File: src/rtl/dec_adj_pkg.sv
package dec_adj_pkg;
    localparam int BYTE_W = 8;
    localparam int NIB_W  = BYTE_W / 2;
    localparam int OP_W   = 2;

    typedef enum logic [OP_W-1:0] {
        OP_UNP_ADD = 2'b00,
        OP_UNP_SUB = 2'b01,
        OP_PKD_ADD = 2'b10,
        OP_PKD_SUB = 2'b11
    } adj_op_e;

    typedef enum logic {
        ST_IDLE = 1'b0,
        ST_DONE = 1'b1
    } adj_state_e;

    typedef struct packed {
        logic [BYTE_W-1:0] hi;
        logic [BYTE_W-1:0] lo;
        logic              cf;
        logic              af;
    } adj_res_t;
endpackage

File: src/rtl/dec_adj_unpacked.sv
module dec_adj_unpacked
    import dec_adj_pkg::*;
(
    input  logic              sub_i,
    input  logic [BYTE_W-1:0] hi_i,
    input  logic [BYTE_W-1:0] lo_i,
    input  logic              af_i,
    output adj_res_t          res_o
);
    localparam logic [NIB_W-1:0]  NIB_MAX = NIB_W'(9);
    localparam logic [BYTE_W-1:0] LOW_FIX = BYTE_W'(6);
    localparam logic [BYTE_W-1:0] ONE     = BYTE_W'(1);

    logic              need_fix;
    logic [BYTE_W-1:0] lo_fixed;

    always_comb begin
        need_fix = (lo_i[NIB_W-1:0] > NIB_MAX) || af_i;
        lo_fixed = lo_i;
        res_o.hi = hi_i;
        if (need_fix) begin
            lo_fixed = sub_i ? (lo_i - LOW_FIX) : (lo_i + LOW_FIX);
            res_o.hi = sub_i ? (hi_i - ONE) : (hi_i + ONE);
        end
        res_o.lo = {{(BYTE_W-NIB_W){1'b0}}, lo_fixed[NIB_W-1:0]};
        res_o.cf = need_fix;
        res_o.af = need_fix;
    end
endmodule

File: src/rtl/dec_adj_packed.sv
module dec_adj_packed
    import dec_adj_pkg::*;
(
    input  logic              sub_i,
    input  logic [BYTE_W-1:0] hi_i,
    input  logic [BYTE_W-1:0] lo_i,
    input  logic              cf_i,
    input  logic              af_i,
    output adj_res_t          res_o
);
    localparam logic [NIB_W-1:0]  NIB_MAX  = NIB_W'(9);
    localparam logic [BYTE_W-1:0] BYTE_MAX = BYTE_W'(8'h99);
    localparam logic [BYTE_W-1:0] LOW_FIX  = BYTE_W'(8'h06);
    localparam logic [BYTE_W-1:0] HIGH_FIX = BYTE_W'(8'h60);

    logic              low_need;
    logic              high_need;
    logic [BYTE_W-1:0] step1;
    logic [BYTE_W-1:0] step2;

    always_comb begin
        low_need  = (lo_i[NIB_W-1:0] > NIB_MAX) || af_i;
        high_need = (lo_i > BYTE_MAX) || cf_i;
        step1 = lo_i;
        if (low_need) begin
            step1 = sub_i ? (lo_i - LOW_FIX) : (lo_i + LOW_FIX);
        end
        step2 = step1;
        if (high_need) begin
            step2 = sub_i ? (step1 - HIGH_FIX) : (step1 + HIGH_FIX);
        end
        res_o.hi = hi_i;
        res_o.lo = step2;
        res_o.af = low_need;
        res_o.cf = high_need;
    end
endmodule

File: src/rtl/dec_adj_flags.sv
module dec_adj_flags
    import dec_adj_pkg::*;
(
    input  logic [BYTE_W-1:0] val_i,
    output logic              zf_o,
    output logic              sf_o,
    output logic              pf_o
);
    always_comb begin
        zf_o = (val_i == '0);
        sf_o = val_i[BYTE_W-1];
        pf_o = ~(^val_i);
    end
endmodule

File: src/rtl/dec_adj_unit.sv
module dec_adj_unit
    import dec_adj_pkg::*;
(
    input  logic              clk,
    input  logic              rst,
    input  logic              start_i,
    input  logic [OP_W-1:0]   op_i,
    input  logic [BYTE_W-1:0] acc_hi_i,
    input  logic [BYTE_W-1:0] acc_lo_i,
    input  logic              cf_i,
    input  logic              af_i,
    output logic [BYTE_W-1:0] acc_hi_o,
    output logic [BYTE_W-1:0] acc_lo_o,
    output logic              cf_o,
    output logic              af_o,
    output logic              zf_o,
    output logic              sf_o,
    output logic              pf_o,
    output logic              done_o
);
    adj_state_e state_q, state_d;
    adj_res_t   unp_res, pkd_res, sel_res;
    adj_op_e    op;
    logic       accept;
    logic       zf_c, sf_c, pf_c;

    assign op = adj_op_e'(op_i);

    dec_adj_unpacked u_unp (
        .sub_i (op_i[0]),
        .hi_i  (acc_hi_i),
        .lo_i  (acc_lo_i),
        .af_i  (af_i),
        .res_o (unp_res)
    );

    dec_adj_packed u_pkd (
        .sub_i (op_i[0]),
        .hi_i  (acc_hi_i),
        .lo_i  (acc_lo_i),
        .cf_i  (cf_i),
        .af_i  (af_i),
        .res_o (pkd_res)
    );

    always_comb begin
        unique case (op)
            OP_UNP_ADD, OP_UNP_SUB: sel_res = unp_res;
            OP_PKD_ADD, OP_PKD_SUB: sel_res = pkd_res;
            default:                sel_res = unp_res;
        endcase
    end

    dec_adj_flags u_flg (
        .val_i (sel_res.lo),
        .zf_o  (zf_c),
        .sf_o  (sf_c),
        .pf_o  (pf_c)
    );

    // Next-state logic: T_ACCEPT and T_RETIRE
    always_comb begin
        state_d = state_q;
        accept  = 1'b0;
        unique case (state_q)
            ST_IDLE: begin
                if (start_i) begin
                    accept  = 1'b1;
                    state_d = ST_DONE;
                end
            end
            ST_DONE: state_d = ST_IDLE;
            default: state_d = ST_IDLE;
        endcase
    end

    // State register
    always_ff @(posedge clk) begin
        if (rst) state_q <= ST_IDLE;
        else     state_q <= state_d;
    end

    // Output register
    always_ff @(posedge clk) begin
        if (rst) begin
            acc_hi_o <= '0;
            acc_lo_o <= '0;
            cf_o     <= 1'b0;
            af_o     <= 1'b0;
            zf_o     <= 1'b0;
            sf_o     <= 1'b0;
            pf_o     <= 1'b0;
            done_o   <= 1'b0;
        end else begin
            done_o <= accept;
            if (accept) begin
                acc_hi_o <= sel_res.hi;
                acc_lo_o <= sel_res.lo;
                cf_o     <= sel_res.cf;
                af_o     <= sel_res.af;
                zf_o     <= zf_c;
                sf_o     <= sf_c;
                pf_o     <= pf_c;
            end
        end
    end


    done_one_cycle_chk: assert property (@(posedge clk) disable iff (rst)
        done_o |=> !done_o);


    start_to_done_chk: assert property (@(posedge clk) disable iff (rst)
        (start_i && !done_o) |=> done_o);


    hold_when_idle_chk: assert property (@(posedge clk) disable iff (rst)
        !(start_i && !done_o) |=> ($stable(acc_hi_o) && $stable(acc_lo_o) && $stable(cf_o) && $stable(af_o)));


    unp_top_clear_chk: assert property (@(posedge clk) disable iff (rst)
        (start_i && !done_o && !op_i[1]) |=> (acc_lo_o[BYTE_W-1:NIB_W] == '0 && cf_o == af_o));


    pkd_hi_pass_chk: assert property (@(posedge clk) disable iff (rst)
        (start_i && !done_o && op_i[1]) |=> (acc_hi_o == $past(acc_hi_i)));


    zero_flag_chk: assert property (@(posedge clk) disable iff (rst)
        done_o |-> (zf_o == (acc_lo_o == '0)));
endmodule

File: config.mk
export PLATFORM = sky130hd
export DESIGN_NAME = dec_adj_unit
export DESIGN_NICKNAME = d
export VERILOG_FILES = /design/src/rtl/dec_adj_pkg.sv /design/src/rtl/dec_adj_unpacked.sv /design/src/rtl/dec_adj_packed.sv /design/src/rtl/dec_adj_flags.sv /design/src/rtl/dec_adj_unit.sv
export SDC_FILE = /design/constraint.sdc
export NUM_CORES = 1
export LEC_CHECK = 0
export BUFFER_PORTS_ARGS = -buffer_cell sky130_fd_sc_hd__buf_2
export CORE_AREA = 2 2 62 64
export CTS_CLUSTER_DIAMETER = 50
export DETAILED_ROUTE_END_ITERATION = 8
export DIE_AREA = 0 0 64 66
export HOLD_SLACK_MARGIN = 0.15
export MAX_ROUTING_LAYER = met4
export PLACE_DENSITY = 0.73
export REMOVE_ABC_BUFFERS = 1
export SLEW_MARGIN = 20
export SYNTH_ARGS = -nofsm -noshare
export SYNTH_HDL_FRONTEND = slang
export SYNTH_SLANG_ARGS = --single-unit
File: constraint.sdc
create_clock -name clk -period 3.3 [get_ports clk]
set_input_delay 0.495 -clock clk [delete_from_list [all_inputs] [get_ports clk]]
set_output_delay 0.495 -clock clk [all_outputs]
set_load 0.1 [all_outputs]
# Yosys cells after proc, flatten, opt, wreduce, memory -nomap -nowiden

Cells that the tools add are included.

Flip-flop bits (word level): 23
Bits in latches: 0
RAM bits: 0
Bits in read-only memories: 0
Input bits: 23
Output and inout port bits: 22
Memories kept: 0

Add/sub/neg operators: 6
Multipliers: 0
Div/mod/pow operators: 0
Magnitude comparators: 2
Equality and inequality tests: 3
Shift operators: 0
Multiplexer cells: 10
Bitwise operators: 2
Reduce and logical (&&, ||, !) cells: 7

Operator list:

| cell                                                               | number |
|---|---|
| 8-bit two-way mux                                                  | 6 |
| 18-bit one-hot mux with 2 select lines                             | 1 |
| 8-bit by 1-bit adder with 8-bit output, second input constant      | 1 |
| 8-bit by 3-bit adder with 8-bit output, second input constant      | 1 |
| 8-bit by 7-bit adder with 8-bit output, second input constant      | 1 |
| 8-bit > comparator, second input constant                          | 1 |
| 8-bit zero test                                                    | 1 |
| 8-bit parity                                                       | 1 |
| 8-bit by 1-bit subtractor with 8-bit output, second input constant | 1 |
| 8-bit by 3-bit subtractor with 8-bit output, second input constant | 1 |
| 8-bit by 7-bit subtractor with 8-bit output, second input constant | 1 |
| 2-bit == test, second input constant                               | 2 |
| 4-bit > comparator, second input constant                          | 1 |
| 2-bit OR reduction                                                 | 2 |
| 2-bit by 1-bit == test with 1-bit output, second input constant    | 1 |
| 2-bit zero test                                                    | 1 |
| 1-bit logical OR                                                   | 2 |
| 1-bit two-way mux                                                  | 2 |
| 1-bit NOT                                                          | 2 |
| 1-bit one-hot mux with 2 select lines                              | 1 |

# Depth between registers and ports, before layout

Depth after elaboration: 9
Gate-level depth with buffers: 19

# By module

Synthesis repeated with hierarchy kept, for this count alone.

Cell total of the unflattened synthesis: 271
Area, all modules: 2162.1 um^2

Modules (own cells, without submodules):

| module           | instances | cells an instance | area an instance (um^2) |
|---|---|---|---|
| dec_adj_unit     | 1         | 104               | 965.9 |
| dec_adj_unpacked | 1         | 80                | 565.5 |
| dec_adj_packed   | 1         | 70                | 508.0 |
| dec_adj_flags    | 1         | 17                | 122.6 |

# Worst setup path before layout

No wires, ideal clock.

Path type: input-to-reg
Start: input op_i[0]
End: register pf_o
Arrival: 3483 ps
Data required time: 3229 ps
Setup slack: -253 ps
Stages: 18
Path through: inv_1 ha_1 a21o_1 a21o_1 a21oi_1 mux2i_1 o21a_1 fa_1 xnor2_1 o21ai_1 a21oi_1 xnor2_1 nand2_1 ha_1 xnor2_1 xnor2_1 nand2_1 a21oi_1

Word-level cells in the longest chain between the ends: 8
Elaborated cells on any way between the ends: 15
Those cells by class: 2 x add/sub; 3 x eq/ne; 5 x mux; 1 x bitwise; 4 x reduce/logical

Ends and longest elaborated chain:

| item                                                                                                         | line                   | RTL |
|---|---|---|
| from (decl)                                                                                                  | dec_adj_unit.sv:7      | `input logic [OP_W-1:0] op_i,` |
| 8-bit two-way mux                                                                                            | dec_adj_unpacked.sv:22 | `lo_fixed = sub_i ? (lo_i - LOW_FIX) : (lo_i + LOW_FIX);` |
| 8-bit two-way mux                                                                                            | dec_adj_unpacked.sv:21 | `if (need_fix) begin` |
| 8-bit by 7-bit adder with 8-bit output / 8-bit by 7-bit subtractor with 8-bit output (equally long branches) | dec_adj_packed.sv:30   | `step2 = sub_i ? (step1 - HIGH_FIX) : (step1 + HIGH_FIX);` |
| 8-bit two-way mux                                                                                            | dec_adj_packed.sv:30   |  |
| 8-bit two-way mux                                                                                            | dec_adj_packed.sv:29   | `if (high_need) begin` |
| 18-bit one-hot mux with 2 select lines (*)                                                                   | dec_adj_unit.sv:47     | `unique case (op)` |
| 8-bit parity (*)                                                                                             | dec_adj_flags.sv:12    | `pf_o = ~(^val_i);` |
| 1-bit NOT (*)                                                                                                | dec_adj_flags.sv:12    |  |
| to (signal assigned)                                                                                         | dec_adj_unit.sv:103    | `pf_o <= pf_c;` |
| to (decl)                                                                                                    | dec_adj_unit.sv:18     | `output logic pf_o,` |

Mark *: on every way between the ends. The rest lies on a longest branch, timed or not. The select of a mux whose other input is x is not followed.
A chain may end at the register's enable or synchronous reset.

# Final worst setup path

Same ends and word-level chain as after synthesis.

==> impl_metrics.toml <==
[synth]
synth_largest_area_cell = "sky130_fd_sc_hd__dfxtp_1"
ys_ff_latch = 21
asyncSetResetFlopFracSynth_pct = 0
synth_edf_count = 0
post_syn_instances = 195
yosys_most_used_dff = "sky130_fd_sc_hd__dfxtp_1"
synthesis.yosys.warnings = 0
synth.distinct_cells = 42
avg_inst_size_synth_um2 = 8.17
seq_area_frac_synth_pct = 26.4
synth_top_area_share_pct = 26.4
mappedNetlistArea_mm2 = 0.00159
synth.top_cells.by_area = "sky130_fd_sc_hd__dfxtp_1 (26%), sky130_fd_sc_hd__ha_1 (12%), sky130_fd_sc_hd__nor2_1 (6.1%)"

[power]
p_leak_uw = 0.00105
power.total_uw = 1000
power.sequential.fraction_pct = 28.6
power_per_cell_area_mw_per_mm2 = 443
power.clock.fraction_pct = 12.7
p_switching_uw = 454
internal_power_uw = 549
ir_drop_v = 0.000149
power.share.switching_pct = 45.2
comb_pwr_share_pct = 58.7

[finish]
num_antenna_cells = 0
num-nets-final = 311
post_route_cells_drive_above_1_share_pct = 39.0
finished_layout_cell_area_mm2 = 0.00226
finish.utilization_pct = 63.8
area.growth.synth_to_final_pct = 42.1

[floorplan]
chipHeight_um = 66
placeableCoreArea_mm2 = 0.00355
std_cell_rows = 22
start_util_pct = 44.9
io-pin-count = 45
dieArea_mm2 = 0.00422
fp.dieW_um = 64

[clock_tree]
worstSkewPairLatency_ns = 0.31
clock-root-buffer = "sky130_fd_sc_hd__clkbuf_4"
cts.sink_count = 21
cts_made_buffers = 3
cts_htree_levels = 1
ctsLongestPathBuffers = 2
path_clk_slew_ns = 0.11
cts_tree = "built"

[grt]
grt_antenna_before_repair = 0
met3_usage_pct = 2.73
via_count_of_the_first_global_routing_pass = 1574
grt.met2_usage_pct = 36.3
pin_count_of_the_biggest_net_entering_global_routing = 26
layer_with_the_highest_usage_after_global_routing = "met2"
grt_pass1_wl_um = 7040
global_route.overflow_total = 0
global_route.usage.total_pct = 21.7
groute.layer.met1.usage_pct = 26.3

[timing]
max_slew.worst_pin.slew_ns = 0.869
setup-violations-final = 1
timing.max_slew.rel_slack_pct = 41.9
period_minus_slack_ns = 3.34
timing.final.crit_share_pct = 101
grt_setup_unrepaired = "true"
finalHoldViolations = 0
clock.fmax_mhz = 300
final_critical_path_setup_slack_ns = -0.0371
worst_clock_skew_ns = 0.00292
slew_violations = 0

[status]
failed_checks = "setup timing"
status = "finished with violations"

[drt]
ant_nets = 0
dr.pass1.iters = 4
routed-via-count = 1695
first_iter_violations = 80
wire_per_inst_um = 13.6
route.detailed.vias_per_inst = 5.35
drc_errors = 0
final_wirelength_um = 4300

[job]
drv_cap = 0

[placed_design]
placed_area_mm2 = 0.00200
place.gp.congestion = 0.821
io_buffers = 44
post-dp-hpwl_um = 2930

[setup_path]
timing.critical_path.to_type = "register"
startpoint_type = "input pin"
timing_worst_setup_path_type = "in2reg"
critical_path_required_ns = 3.55
reg2reg_slack_ns = 1.86
critical_path_peak_fanout = 7
crit_arrival_ns = 3.59

[hold_path]
worstHoldPathType = "in2reg"
-- logic make-up (layout without fill, tap and decap cells) --
family          Yosys count  after routing  share of synthesized area (%)
buf+inv                  16             90                           4.47
flops                    21             21                           26.4
compound gates           56             56                           23.1
mux                       7              7                           4.47
fa+ha+maj                18             18                           15.5
xor+xnor                 13             13                           7.14
simple gates             64             64                           18.9
-- placed cells by master, fill, tap and decap left out, drive strengths merged, types with 7 or more instances in the layout --
master	netlist	routed
a21oi	15	15
o21ai	14	14
buf	3	80
xnor2	11	11
nor2	27	27
nand2	14	14
ha	15	15
dfxtp	21	21
a211oi	7	7
-- per-stage QoR --
| stage | cells | hold slack [ns] | TNS (ns) | setup slack, ns |
|---|---|---|---|---|
| detailed placement | 298 | 0.447 | -0.800 | -0.530 |
| global route | 317 | 0.441 | -0.187 | -0.187 |
| CTS | 315 | 0.430 | 0 | 0.00978 |
| finish | 317 | 0.427 | -0.0371 | -0.0371 |
| global placement | 298 | 0.440 | -0.650 | -0.456 |
| floorplan | 185 | 0.564 | -0.276 | -0.276 |
-- power groups by stage --
stage | clock network [uW] | registers, uW | logic, uW
after CTS | 127 | 287 | 536
after floorplan | 0 | 461 | 199
after global routing | 140 | 290 | 633
after detailed placement | 0 | 293 | 492
after global placement | 0 | 292 | 486
final | 127 | 287 | 588
-- worst paths after layout --
check | end | depth (start not counted) | startpoint
setup / recovery | pf_o | 18 | op_i[0]
hold / removal | acc_lo_o[0] | 3 | acc_lo_i[0]
setup reg to reg | acc_lo_o[6] | 4 | state_q
hold reg to reg | acc_lo_o[0] | 2 | acc_lo_o[0]
-- synth_stat cells (3+ instances only) --
cell type,number
sky130_fd_sc_hd__mux2i_1,6
sky130_fd_sc_hd__nor2b_1,6
sky130_fd_sc_hd__ha_1,15
sky130_fd_sc_hd__buf_4,3
sky130_fd_sc_hd__a311oi_1,4
sky130_fd_sc_hd__a211oi_1,7
sky130_fd_sc_hd__nor2_1,26
sky130_fd_sc_hd__inv_1,6
sky130_fd_sc_hd__a21oi_1,14
sky130_fd_sc_hd__fa_1,3
sky130_fd_sc_hd__xnor2_1,11
sky130_fd_sc_hd__clkbuf_1,7
sky130_fd_sc_hd__nand2b_1,3
sky130_fd_sc_hd__nand3_1,4
sky130_fd_sc_hd__dfxtp_1,21
sky130_fd_sc_hd__o21ai_0,12
sky130_fd_sc_hd__a21o_1,4
sky130_fd_sc_hd__nand2_1,14
-- registers in the layout, summed over array words and instances (netlist names) --
register  cells
pf_o          1
acc_hi_o      8
zf_o          1
af_o          1
state_q       1
acc_lo_o      8
cf_o          1
-- metal layers --
metal  wire length (um)  vias up
li1                   -      844
met2               2070       49
met3                231        9
met1               1900      793
met4                 97        0
met5                  0        -
-- timing repair --
action                                  4_1_cts  5_1_grt
endpoints found under the setup margin        1        2
resized for setup                             8       19
pin swaps                                    11       17
hold buffers                                  0        0
setup buffers                                13        2
-- cell type report --
class	instances	area, um^2
clock buffer	4	26.3
sequential	21	420
tap	48	60.1
inverter	6	30.0
timing repair buffer	80	519
fill	303	1290
multi-input combinational	158	1210
-- critical path: stages --
cell and delay [ns]:
sky130_fd_sc_hd__buf_8 0.11, sky130_fd_sc_hd__buf_4 0.16, sky130_fd_sc_hd__ha_4 0.25, sky130_fd_sc_hd__a21o_1 0.19
sky130_fd_sc_hd__a21oi_2 0.15, sky130_fd_sc_hd__mux2i_1 0.10, sky130_fd_sc_hd__o21a_1 0.20, sky130_fd_sc_hd__fa_2 0.38
sky130_fd_sc_hd__xnor2_2 0.20, sky130_fd_sc_hd__o21ai_2 0.12, sky130_fd_sc_hd__a21oi_2 0.22, sky130_fd_sc_hd__xnor2_2 0.14
sky130_fd_sc_hd__nand2_1 0.11, sky130_fd_sc_hd__ha_4 0.29, sky130_fd_sc_hd__xnor2_2 0.11, sky130_fd_sc_hd__xnor2_1 0.13
sky130_fd_sc_hd__nand2_1 0.07, sky130_fd_sc_hd__a21oi_1 0.16
Power figures use the tool's default switching activity.
